--- config.mk ---
export PLATFORM = sky130hd
export DESIGN_NAME = brk_seq_top
export DESIGN_NICKNAME = d
export VERILOG_FILES = /design/src/rtl/brk_seq_pkg.sv /design/src/rtl/brk_mode_reg.sv /design/src/rtl/brk_occ_counter.sv /design/src/rtl/brk_arm.sv /design/src/rtl/brk_seq_top.sv
export SDC_FILE = /design/constraint.sdc
export NUM_CORES = 1
export LEC_CHECK = 0
export CORE_MARGIN = 2
export CORE_UTILIZATION = 45
export DETAILED_ROUTE_END_ITERATION = 6
export DONT_BUFFER_PORTS = 1
export PLACE_DENSITY = 0.6
export SLEW_MARGIN = 30
export SYNTH_ARGS = -nofsm -noshare
export SYNTH_HDL_FRONTEND = slang
export SYNTH_SLANG_ARGS = --single-unit
--- constraint.sdc ---
create_clock -name clk -period 1.62 [get_ports clk]
set_input_delay 0.081 -clock clk [delete_from_list [all_inputs] [get_ports clk]]
set_output_delay 0.081 -clock clk [all_outputs]
set_load 0.005 [all_outputs]
--- src/rtl/brk_seq_pkg.sv ---
package brk_seq_pkg;
    localparam int REG_W     = 16;
    localparam int CNT_W     = 12;
    localparam int CHAIN_BIT = 4;
    localparam int CNTEN_BIT = 0;

    typedef struct packed {
        logic chain;
        logic cnt_en;
    } brk_mode_t;

    typedef enum logic {
        SEL_MODE  = 1'b0,
        SEL_COUNT = 1'b1
    } reg_sel_e;

    function automatic brk_mode_t unpack_mode(input logic [REG_W-1:0] w);
        brk_mode_t m;
        m.chain  = w[CHAIN_BIT];
        m.cnt_en = w[CNTEN_BIT];
        return m;
    endfunction

    function automatic logic [REG_W-1:0] pack_mode(input brk_mode_t m);
        logic [REG_W-1:0] w;
        w = '0;
        w[CHAIN_BIT] = m.chain;
        w[CNTEN_BIT] = m.cnt_en;
        return w;
    endfunction
endpackage

--- src/rtl/brk_mode_reg.sv ---
module brk_mode_reg
    import brk_seq_pkg::*;
#(
    parameter int DATA_W = REG_W
) (
    input  logic              clk,
    input  logic              rst,
    input  logic              wr_en,
    input  logic [DATA_W-1:0] wdata,
    output brk_mode_t         mode,
    output logic [DATA_W-1:0] rd_val
);
    always_ff @(posedge clk) begin
        if (rst)        mode <= '0;
        else if (wr_en) mode <= unpack_mode(wdata);
    end

    assign rd_val = pack_mode(mode);

    // mode only moves on a write
    p_mode_hold_r2: assert property (@(posedge clk) disable iff (rst)
        !$past(wr_en) |-> (mode == $past(mode)));
endmodule

--- src/rtl/brk_occ_counter.sv ---
module brk_occ_counter
    import brk_seq_pkg::*;
#(
    parameter int WIDTH  = CNT_W,
    parameter int DATA_W = REG_W
) (
    input  logic              clk,
    input  logic              rst,
    input  logic              wr_en,
    input  logic [DATA_W-1:0] wdata,
    input  logic              qual_b,
    input  logic              cnt_en,
    output logic              fire,
    output logic [DATA_W-1:0] rd_val
);
    localparam int PAD_W = DATA_W - WIDTH;

    logic [WIDTH-1:0] cnt;
    logic             at_floor;
    logic             dec;

    assign at_floor = (cnt == '0);
    assign dec      = qual_b && cnt_en && !at_floor;
    assign fire     = qual_b && cnt_en && (cnt <= WIDTH'(1));

    always_ff @(posedge clk) begin
        if (rst)        cnt <= '0;
        else if (wr_en) cnt <= wdata[WIDTH-1:0];
        else if (dec)   cnt <= cnt - 1'b1;
    end

    generate
        if (PAD_W > 0) begin : g_pad
            assign rd_val = {{PAD_W{1'b0}}, cnt};
        end else begin : g_nopad
            assign rd_val = cnt;
        end
    endgenerate

    // one step down per qualifying hit
    p_dec_one_r9: assert property (@(posedge clk) disable iff (rst)
        ($past(dec) && !$past(wr_en)) |-> (cnt == $past(cnt) - 1'b1));
    // no wrap below zero
    p_no_wrap_r11: assert property (@(posedge clk) disable iff (rst)
        (($past(cnt) == '0) && !$past(wr_en)) |-> (cnt == '0));
    // write beats decrement
    p_wr_wins_r12: assert property (@(posedge clk) disable iff (rst)
        $past(wr_en) |-> (cnt == $past(wdata[WIDTH-1:0])));
endmodule

--- src/rtl/brk_arm.sv ---
module brk_arm (
    input  logic clk,
    input  logic rst,
    input  logic chain,
    input  logic a_hit,
    input  logic clr,
    output logic armed
);
    always_ff @(posedge clk) begin
        if (rst || clr || !chain) armed <= 1'b0;
        else if (a_hit)           armed <= 1'b1;
    end

    // a break or mode write disarms
    p_clr_r7: assert property (@(posedge clk) disable iff (rst)
        $past(clr) |-> !armed);
    // an A hit in chained mode arms for later
    p_arm_r8: assert property (@(posedge clk) disable iff (rst)
        $past(a_hit && chain && !clr) |-> armed);
endmodule

--- src/rtl/brk_seq_top.sv ---
module brk_seq_top
    import brk_seq_pkg::*;
(
    input  logic        clk,
    input  logic        rst,
    input  logic        a_hit,
    input  logic        b_hit,
    input  logic        reg_we,
    input  logic        reg_sel,
    input  logic [15:0] reg_wdata,
    output logic [15:0] reg_rdata,
    output logic        brk_req
);
    reg_sel_e         sel;
    brk_mode_t        mode;
    logic             mode_we;
    logic             cnt_we;
    logic [REG_W-1:0] mode_rd;
    logic [REG_W-1:0] cnt_rd;
    logic             armed;
    logic             qual_b;
    logic             cnt_fire;
    logic             brk_now;

    assign sel     = reg_sel_e'(reg_sel);
    assign mode_we = reg_we && (sel == SEL_MODE);
    assign cnt_we  = reg_we && (sel == SEL_COUNT);

    brk_mode_reg #(.DATA_W(REG_W)) u_mode (
        .clk(clk), .rst(rst), .wr_en(mode_we), .wdata(reg_wdata),
        .mode(mode), .rd_val(mode_rd)
    );

    brk_arm u_arm (
        .clk(clk), .rst(rst), .chain(mode.chain), .a_hit(a_hit),
        .clr(brk_now || mode_we), .armed(armed)
    );

    assign qual_b = b_hit && (!mode.chain || armed);

    brk_occ_counter #(.WIDTH(CNT_W), .DATA_W(REG_W)) u_cnt (
        .clk(clk), .rst(rst), .wr_en(cnt_we), .wdata(reg_wdata),
        .qual_b(qual_b), .cnt_en(mode.cnt_en), .fire(cnt_fire),
        .rd_val(cnt_rd)
    );

    assign brk_now = (a_hit && !mode.chain) ||
                     (qual_b && (!mode.cnt_en || cnt_fire));

    always_ff @(posedge clk) begin
        if (rst) brk_req <= 1'b0;
        else     brk_req <= brk_now;
    end

    assign reg_rdata = (sel == SEL_COUNT) ? cnt_rd : mode_rd;

    // a pulse always traces back to a hit
    p_pulse_src_r4: assert property (@(posedge clk) disable iff (rst)
        brk_req |-> ($past(a_hit) || $past(b_hit)));
    // a lone A hit in chained mode stays silent
    p_chain_a_silent_r6: assert property (@(posedge clk) disable iff (rst)
        $past(mode.chain && a_hit && !b_hit) |-> !brk_req);
endmodule

==> flow_metrics.py, run 1 <==
metrics = {
    "run_status": {
        "status": "finished with violations",
        "violations": "setup timing",
    },
    "placed_design": {
        "port_buffers": 0,
        "hpwl_um": 1948,
        "dp.cells": 166,
        "place_congestion": 0.8351,
        "place_area_um2": 1219,
    },
    "cells_and_area": {
        "antenna-diode-count": 0,
        "regArea_um2": 326.6,
        "stdcell_area_um2": 1461,
        "final_common_cell": "buf_4",
        "drive_above_1_share_pct": 30.57,
        "finalNetCount": 183,
        "multi_input_area_um2": 789.5,
        "mostFrequentLayoutCells": "buf_4, nor2_1, dfxtp_1, dlygate4sd3_1, and2_1",
        "fill_cells": 211,
        "final_cells": 185,
        "area_delta_synth_final_pct": 33.49,
    },
    "critical_path": {
        "critPathSlowestCell": "or3b_4",
        "start_kind": "register",
        "crit_fanout": 3,
        "crit_arrival_ps": 1830,
        "slowest_delay_ps": 410,
        "path_cells": "inv_2 > ha_4 > or3b_4 > nor2_4 > nand4_1 > xor2_1 > a211oi_1",
        "rr_worst_depth": 7,
        "critPathRequiredTime_ps": 1830,
        "endpoint_kind": "register",
        "worstSetupPathType": "register to register",
    },
    "route": {
        "drt_pass1_iterations": 4,
        "num_vias": 1099,
        "drt-initial-drc-count": 28,
        "antenna_left": 0,
        "wl_per_cell_um": 15.92,
        "drc_errors": 0,
        "wl_um": 2946,
        "viasPerCell": 5.941,
    },
    "floorplanning": {
        "start_util_pct": 48.56,
        "fp.dieW_um": 53.33,
        "die_area_um2": 2844,
        "ios": 39,
        "rows": 17,
        "coreArea_um2": 2255,
        "fp.dieH_um": 53.33,
    },
    "clock_network": {
        "clk_latency_ps": 290,
        "cts_buffers": 3,
        "clk_path_buf_depth": 2,
        "htreeDepth": 1,
        "cts.clk_slew.worst_paths_ps": 90,
        "clock-root-buffer": "clkbuf_4",
        "cts_tree": "built",
        "cts_sinks": 16,
    },
    "power_and_ir_drop": {
        "power_density_nw_per_um2": 700.9,
        "finalPower_mw": 1.024,
        "peakVddDrop_mv": 0.5046,
        "p_leak_nw": 0.5939,
    },
    "synth": {
        "syn_area_um2": 1095,
        "synth.distinct_cells": 52,
        "synth_edf_count": 0,
        "synth_seq_cells": 16,
        "netlist_instances": 129,
        "yosys_warnings": 0,
        "synthArstFlopShare_pct": 0,
        "synth_flop_cell": "dfxtp_1",
        "syn_avg_cell_area_um2": 8.487,
        "synth-seq-area-share_pct": 29.26,
    },
    "hold_path": {
        "min_path_type": "input pin to register",
        "hold_depth": 2,
    },
    "job": {
        "drv_cap": 0,
    },
    "sta": {
        "layout_min_cycle_time_ps": 1622,
        "worst_slew_pin_slew_ps": 582.4,
        "finalHoldWorstSlack_ps": 52.15,
        "slew_viol_final": 0,
        "hold_violations": 0,
        "setup_ws_ps": -1.877,
        "clock.fmax_ghz": 0.6166,
        "rsz0062_at_grt": "true",
        "fin_skew_ps": 2.288,
        "setup_viol": 1,
        "slew_headroom_pct": 61.17,
        "finalCritPeriodShare_pct": 100.1,
        "final.setup.tns_ps": -1.877,
    },
    "global_routing": {
        "grt.overflow.total": 0,
        "grt_max_degree": 16,
        "track_usage_pct": 22.82,
        "grt_pass1_vias": 1054,
        "grt_pass1_wl_um": 4623,
        "antenna_found_initial": 0,
    },
}
## path summary, 6_finish.rpt
path,startpoint,to,slack [ps]
max,u_cnt.cnt[0],u_cnt.cnt[8],-2
min,reg_wdata[6],u_cnt.cnt[6],50
max reg2reg,u_cnt.cnt[0],u_cnt.cnt[8],-2
min reg2reg,u_arm.armed,u_arm.armed,500
## per-layer routing
metal  global-route usage (%)  part of all wire [%]  up-vias
met5                        0                     0        -
met4                    11.54                   1.7        0
met3                    3.955                   5.2        7
met2                    37.45                    50       37
met1                    28.18                    43      529
li1                         -                     -      526
## worst max-delay path, delay by kind of cell, from the launching register on
family          cells  cell delay [ps]
flops               1              360
buf+inv             1               60
fa+ha+maj           1              120
compound gates      1              180
xor+xnor            1              160
simple gates        3              660
## where the power goes
group / switching [mW] / internal [mW] / total [mW] / leakage, nW
Sequential: 0.0279 / 0.419 / 0.447 / 0.133
Clock: 0.125 / 0.0865 / 0.212 / 0.0138
Combinational: 0.181 / 0.184 / 0.365 / 0.447
Total: 0.335 / 0.690 / 1.02 / 0.594
## area by class of cell
type	count	share of cell area, %
Clock buffer	3	1.541
Inverter	2	0.5137
Multi-Input combinational cell	103	54.02
Sequential cell	16	22.35
Tap cell	28	2.397
Timing Repair Buffer	33	19.18
## synthesized netlist by cell type (2+ instances only)
cell      instances  area (um2)
nand2b_1          2       12.51
nor2_2            2       12.51
buf_4             4       30.03
nor4_1            2       12.51
nor3b_1           3       22.52
a21oi_1           3       15.01
clkbuf_1          3       11.26
nor3_1            3       15.01
nor3_2            2       20.02
ha_1              2       25.02
nand2_1           3       11.26
o21ai_1           2       10.01
inv_1             2       7.510
xor2_1            2       17.52
a211oi_1          3       22.52
o21ai_0           2       10.01
nand3_1           4       20.02
mux2i_1           4       40.04
nand4_1           2       12.51
a21o_1            2       15.01
buf_2             2       10.01
o211ai_1          2       15.01
dfxtp_1          16       320.3
nor2_1           16       60.06
mux2_2            2       22.52
and2_1           10       62.56
o31ai_1           2       15.01
a31oi_1           2       12.51
o41ai_1           2       17.52
## repair_timing
action | CTS | global route
gates resized for setup | 4 | 9
buffers inserted | 1 | 2
endpoints found under the hold margin | 15 | 1
hold buffers | 12 | 1
pin swaps | 0 | 6
setup endpoints to repair | 6 | 9
## flip-flops by register name, indices dropped and copies added, names as in the netlist
register,count
brk_req,1
u_cnt.cnt,12
u_mode.mode,2
u_arm.armed,1
## metrics by stage
stage,setup slack [ps],utilization [%]
after global routing,-72.81,64.82
after global placement,-26.44,54.05
after detailed placement,-72.75,54.05
after floorplan,28.85,-
after CTS,0.01521,61.60
final,-1.877,64.82
## cell families (layout without fill, tap and decap cells)
logic type | after synthesis | count (layout) | share of synthesized area [%]
and+or+nand+nor | 59 | 59 | 32.34
AOI/OAI and AO/OA | 29 | 29 | 20.91
DFF | 16 | 16 | 29.26
buffers and inverters | 13 | 38 | 6.743
muxes | 6 | 6 | 5.714
xor gates and xnor gates | 3 | 3 | 2.400
adders and majority gates | 2 | 2 | 2.285
other | 1 | 4 | 0.3425
Note: power is estimated with default switching activity, not from simulation.
==> run 2: changes to the inputs <==
==> constraint.sdc (replaced) <==
create_clock -name clk -period 1.62 [get_ports clk]
set_input_delay 0.081 -clock clk [delete_from_list [all_inputs] [get_ports clk]]
set_output_delay 0.081 -clock clk [all_outputs]
set_load 0.1 [all_outputs]
==> run 2 against run 1 <==
The flow finishes with violations (hold timing). Via count fell by 3.0%. Register-to-register slack improved by 20 ps. Worst setup slack improved by 18 ps. Non-clock buffer count fell by 1. Critical path type unchanged.
==> flow_metrics.py, run 2 (same netlist as run 1, synthesis figures left out) <==
metrics = {
    "cells_and_area": {
        "finalNetCount": 182,
        "top_regs": "u_cnt.cnt (12), u_mode.mode (2)",
        "fill_cells": 204,
        "final_cells": 185,
        "largest_reg_flops": 12,
        "final_common_cell": "buf_4",
        "drive_above_1_share_pct": 36.31,
        "area_delta_synth_final_pct": 31.77,
        "regMostFlops": "u_cnt.cnt",
        "postLayoutCoreUtil_pct": 63.98,
        "antenna-diode-count": 0,
        "mostFrequentLayoutCells": "buf_4, nor2_1, dfxtp_1, and2_1, dlygate4sd3_1",
    },
    "route": {
        "viasPerCell": 5.762,
        "drt-initial-drc-count": 33,
        "drt_pass1_iterations": 4,
        "num_vias": 1066,
        "antenna_left": 0,
        "wl_um": 2889,
        "drc_errors": 0,
        "wl_per_cell_um": 15.62,
    },
    "sta": {
        "rsz0062_at_grt": "true",
        "clock.fmax_ghz": 0.6236,
        "finalCritPeriodShare_pct": 98.99,
        "hold_violations": 11,
        "worst_slew_pin_slew_ps": 522.9,
        "fin_skew_ps": 1.782,
        "slew_viol_final": 0,
        "slew_headroom_pct": 65.30,
        "finalHoldWorstSlack_ps": -157.4,
        "setup_viol": 0,
        "final.setup.tns_ps": 0,
        "layout_min_cycle_time_ps": 1604,
    },
    "placed_design": {
        "place_congestion": 0.8754,
        "port_buffers": 0,
        "hpwl_um": 2087,
        "dp.cells": 174,
    },
    "clock_network": {
        "cts_buffers": 3,
        "clock-root-buffer": "clkbuf_4",
        "cts_sinks": 16,
        "cts_tree": "built",
        "postCtsHoldBufs": 6,
        "clk_latency_ps": 280,
        "clk_path_buf_depth": 2,
        "htreeDepth": 1,
        "cts.clk_slew.worst_paths_ps": 100,
    },
    "run_status": {
        "violations": "hold timing",
        "status": "finished with violations",
    },
    "critical_path": {
        "slowest_delay_ps": 410,
        "r2r_slack_ps": 20,
        "r2r-start": "u_cnt.cnt[0]",
        "rr_worst_depth": 7,
        "crit_buf_inv": 1,
        "start_kind": "register",
        "endpoint_kind": "register",
        "path_cells": "inv_2 > ha_4 > or3b_4 > nor3_2 > a31oi_1 > a31oi_1 > nor2_1",
        "critPathSlowestCell": "or3b_4",
        "cp-endpoint": "u_cnt.cnt[10]",
        "crit_arrival_ps": 1790,
        "crit_fanout": 3,
        "r2r_end": "u_cnt.cnt[10]",
        "cp.depth": 7,
        "worstSetupPathType": "register to register",
        "startpoint": "u_cnt.cnt[0]",
        "path_delay_family": "simple AND/OR/NAND/NOR gates",
        "cp_common_cell": "a31oi_1",
        "critPathRequiredTime_ps": 1810,
    },
    "power_and_ir_drop": {
        "p_leak_nw": 0.6096,
        "finalPower_mw": 1.205,
        "power_density_nw_per_um2": 835.5,
        "peakVddDrop_mv": 0.5340,
    },
    "global_routing": {
        "grtUsageMet1_pct": 25.43,
        "use_met2_pct": 40.53,
        "grt_pass1_vias": 1029,
        "grt_max_degree": 18,
        "grt_pass1_wl_um": 4526,
        "met3_usage_pct": 2.825,
        "track_usage_pct": 21.86,
        "grt.overflow.total": 0,
        "top_usage_layer": "met2",
        "antenna_found_initial": 0,
    },
    "floorplanning": {
        "coreArea_um2": 2255,
        "rows": 17,
        "ios": 39,
        "fp.dieW_um": 53.33,
        "die_area_um2": 2844,
        "fp.dieH_um": 53.33,
        "start_util_pct": 48.56,
    },
    "hold_path": {
        "hold_depth": 1,
        "min_path_type": "input pin to register",
    },
    "job": {
        "drv_cap": 0,
    },
}
==> run 2: cell count changes in the layout (fill, tap and decap cells not counted), moves of 2 or more <==
cell           delta
dlygate4sd3_1     -7
dfxtp_1           -2
dfxtp_2           +3
buf_4             +6
==> run 2: cell type report <==
cell class	instances	area, um2	area share, %
Clock buffer	4	36.28	2.515
Inverter	2	7.507	0.5204
Multi-Input combinational cell	103	782.0	54.21
Sequential cell	16	326.6	22.64
Tap cell	28	35.03	2.428
Timing Repair Buffer	32	255.2	17.69
==> run 2: report_power, final <==
| group | total [mW] | internal, mW | switching (mW) |
|---|---|---|---|
| Clock | 0.265 | 0.137 | 0.128 |
| Combinational | 0.489 | 0.173 | 0.316 |
| Sequential | 0.452 | 0.421 | 0.0309 |
==> run 2: metrics by stage <==
step	instance area, um2	setup slack [ps]
floorplan	1122	28.85
finish	1443	16.30
global route	1443	-47.30
global placement	1279	41.41
CTS	1400	9.797
detailed placement	1279	-24.18
==> run 2: worst min-delay path by stage <==
stage / start / to / slack (ps)
floorplan: a_hit / u_arm.armed / 220
global placement: rst / u_cnt.cnt[5] / 150
detailed placement: rst / u_cnt.cnt[5] / 150
CTS: rst / u_cnt.cnt[5] / -170
global route: rst / u_cnt.cnt[5] / -180
finish: rst / u_cnt.cnt[5] / -160
==> run 2: what timing repair did <==
item / 4_1_cts / 5_1_grt
gates resized for setup: 3 / 10
endpoints found under the setup margin: 2 / 8
setup buffers: 1 / 0
pin swaps: 2 / 4
endpoints found under the hold margin: 16 / 11
==> run 2: worst register-to-register path, delay by kind of cell, from the launching register on <==
kind            cells  cell delay, ps
fa+ha+maj           1             130
buf+inv             1              70
simple gates        3             690
flops               1             340
compound gates      2             280
==> run 2: routing by layer <==
layer	up-vias	share of wire [%]
li1	521	-
met1	514	44
met2	31	52
met3	0	4.7
met4	0	0
met5	-	0
==> run 3: changes to the inputs <==
--- a/config.mk
+++ b/config.mk
@@ -5,7 +5,7 @@
 export SDC_FILE = /design/constraint.sdc
 export NUM_CORES = 1
 export LEC_CHECK = 0
-export CORE_MARGIN = 2
+export CORE_MARGIN = 1
 export CORE_UTILIZATION = 45
 export DETAILED_ROUTE_END_ITERATION = 6
 export DONT_BUFFER_PORTS = 1
==> run 3 against run 2 <==
The run now ends clean. Combinational power increased by 2%. Utilization increased by 2.5 points. Hold slack improved by 170 ps. Clock-buffer cell count unchanged. Total power increased by 0.84%. Clock power increased by 2%. Flip-flop and latch count unchanged. Register-to-register slack about the same. Sequential power decreased by 0.9%. Sequential share of layout area decreased by 0.93 points. Critical path depth unchanged. Die area decreased by 7.4%. Critical path type unchanged. Critical endpoint is now u_cnt.cnt[8].
==> flow_metrics.py, run 3 (same netlist as run 1, synthesis figures left out) <==
metrics = {
    "critical_path": {
        "path_cells": "inv_2 > ha_4 > or3b_4 > nor2_4 > nand4_1 > xor2_1 > a211oi_2",
        "slowest_delay_ps": 410,
        "crit_buf_inv": 1,
        "endpoint_kind": "register",
        "path_delay_family": "simple AND/OR/NAND/NOR gates",
        "critPathSlowestCell": "or3b_4",
        "critPathRequiredTime_ps": 1840,
        "crit_arrival_ps": 1810,
        "start_kind": "register",
        "worstSetupPathType": "register to register",
        "crit_fanout": 3,
    },
    "route": {
        "viasPerCell": 5.743,
        "wl_um": 2938,
        "num_vias": 1097,
        "drt_pass1_iterations": 4,
        "wl_per_cell_um": 15.38,
        "drc_errors": 0,
        "antenna_left": 0,
        "drt-initial-drc-count": 22,
    },
    "cells_and_area": {
        "area_delta_synth_final_pct": 36.91,
        "drive_above_1_share_pct": 34.36,
        "final_cells": 191,
        "stdcell_area_um2": 1499,
        "largest_reg_flops": 12,
        "antenna-diode-count": 0,
        "top_regs": "u_cnt.cnt (12), u_mode.mode (2)",
        "regMostFlops": "u_cnt.cnt",
        "mostFrequentLayoutCells": "buf_4, nor2_1, dlygate4sd3_1, dfxtp_1, and2_1",
        "finalNetCount": 188,
        "final_common_cell": "buf_4",
    },
    "run_status": {
        "status": "finished, final reports clean",
    },
    "power_and_ir_drop": {
        "power_density_nw_per_um2": 810.8,
        "p_leak_nw": 0.6303,
        "peakVddDrop_mv": 0.6560,
    },
    "global_routing": {
        "grt_pass1_wl_um": 4554,
        "grt_pass1_vias": 1006,
        "track_usage_pct": 23.73,
        "grt_max_degree": 18,
        "antenna_found_initial": 0,
        "grt.overflow.total": 0,
    },
    "clock_network": {
        "clk_latency_ps": 290,
        "cts_tree": "built",
        "clk_path_buf_depth": 2,
        "cts.clk_slew.worst_paths_ps": 100,
        "cts_sinks": 16,
        "cts_buffers": 3,
        "htreeDepth": 1,
        "clock-root-buffer": "clkbuf_4",
        "cts_setup_buffers": 0,
    },
    "floorplanning": {
        "rows": 17,
        "fp.dieH_um": 51.33,
        "coreArea_um2": 2255,
        "fp.dieW_um": 51.33,
        "die_area_um2": 2634,
        "start_util_pct": 48.56,
        "ios": 39,
    },
    "placed_design": {
        "dp.cells": 174,
        "place_area_um2": 1279,
        "hpwl_um": 1998,
        "place_congestion": 0.8564,
        "port_buffers": 0,
    },
    "sta": {
        "setup_viol": 0,
        "finalCritPeriodShare_pct": 98.48,
        "slew_headroom_pct": 60.99,
        "slew_viol_final": 0,
        "hold_violations": 0,
        "rsz0062_at_grt": "true",
        "clock.fmax_ghz": 0.6268,
        "worst_slew_pin_slew_ps": 585.2,
        "layout_min_cycle_time_ps": 1595,
        "fin_skew_ps": 0.8294,
    },
    "hold_path": {
        "min_path_type": "input pin to register",
    },
    "job": {
        "drv_cap": 0,
    },
}
[run 3: changes by cell type in the layout (fill, tap and decap cells not counted), sizes merged]
cell / before / now
dlygate4sd3: 6 / 13
buf: 26 / 25
[run 3: stage by stage]
stage | setup slack (ps) | total power [mW] | setup TNS [ps] | util (%) | hold slack (ps)
after global routing | -74.61 | 1.290 | -282.1 | 66.48 | 5.432
after floorplan | 28.85 | 0.8255 | 0 | - | 218.8
after detailed placement | -21.62 | 0.9015 | -42.60 | 56.71 | 150.0
final | 24.59 | 1.215 | 0 | 66.48 | 15.02
after global placement | 42.50 | 0.8935 | 0 | 56.71 | 148.6
after CTS | -14.16 | 1.192 | -18.43 | 61.82 | -170.4
[run 3: metal layers]
| metal | global-route usage [%] | wire length, um | vias to the layer above | share of wire, % |
|---|---|---|---|---|
| met4 | 9.910 | 66 | 0 | 2.2 |
| met3 | 5.060 | 100 | 10 | 3.4 |
| met5 | 0 | 0 | - | 0 |
| met2 | 40.57 | 1509 | 29 | 51 |
| met1 | 28.52 | 1262 | 526 | 43 |
| li1 | - | - | 532 | - |
[run 3: repair_timing]
item                                    in CTS  in global routing
hold buffers                                 6                  7
endpoints found under the setup margin       3                  6
cloned                                       0                  0
hold endpoints to repair                    16                 11
resized for setup                            4                  8
pin swaps                                    1                  1
[run 3: path summary, 6_finish.rpt]
kind                              startpoint      endpoint  slack, ps  cells past startpoint
worst max register to register  u_cnt.cnt[1]  u_cnt.cnt[8]         20                      7
worst min-delay path            reg_wdata[2]  u_cnt.cnt[2]         20                      2
worst min register to register   u_arm.armed   u_arm.armed        500                      1
worst max-delay path            u_cnt.cnt[1]  u_cnt.cnt[8]         20                      7
[run 3: report_power, final]
group          total, mW  internal, mW  leakage, nW  switching (mW)
logic              0.499         0.177        0.476           0.322
clock network      0.269         0.137       0.0210           0.132
registers          0.448         0.420        0.133          0.0274
[run 3: cell type report]
class	count	area [um2]
Clock buffer	4	36.28
Multi-Input combinational cell	103	777.0
Sequential cell	16	325.3
Inverter	2	7.507
Fill cell	210	755.7
Timing Repair Buffer	38	317.8
Tap cell	28	35.03
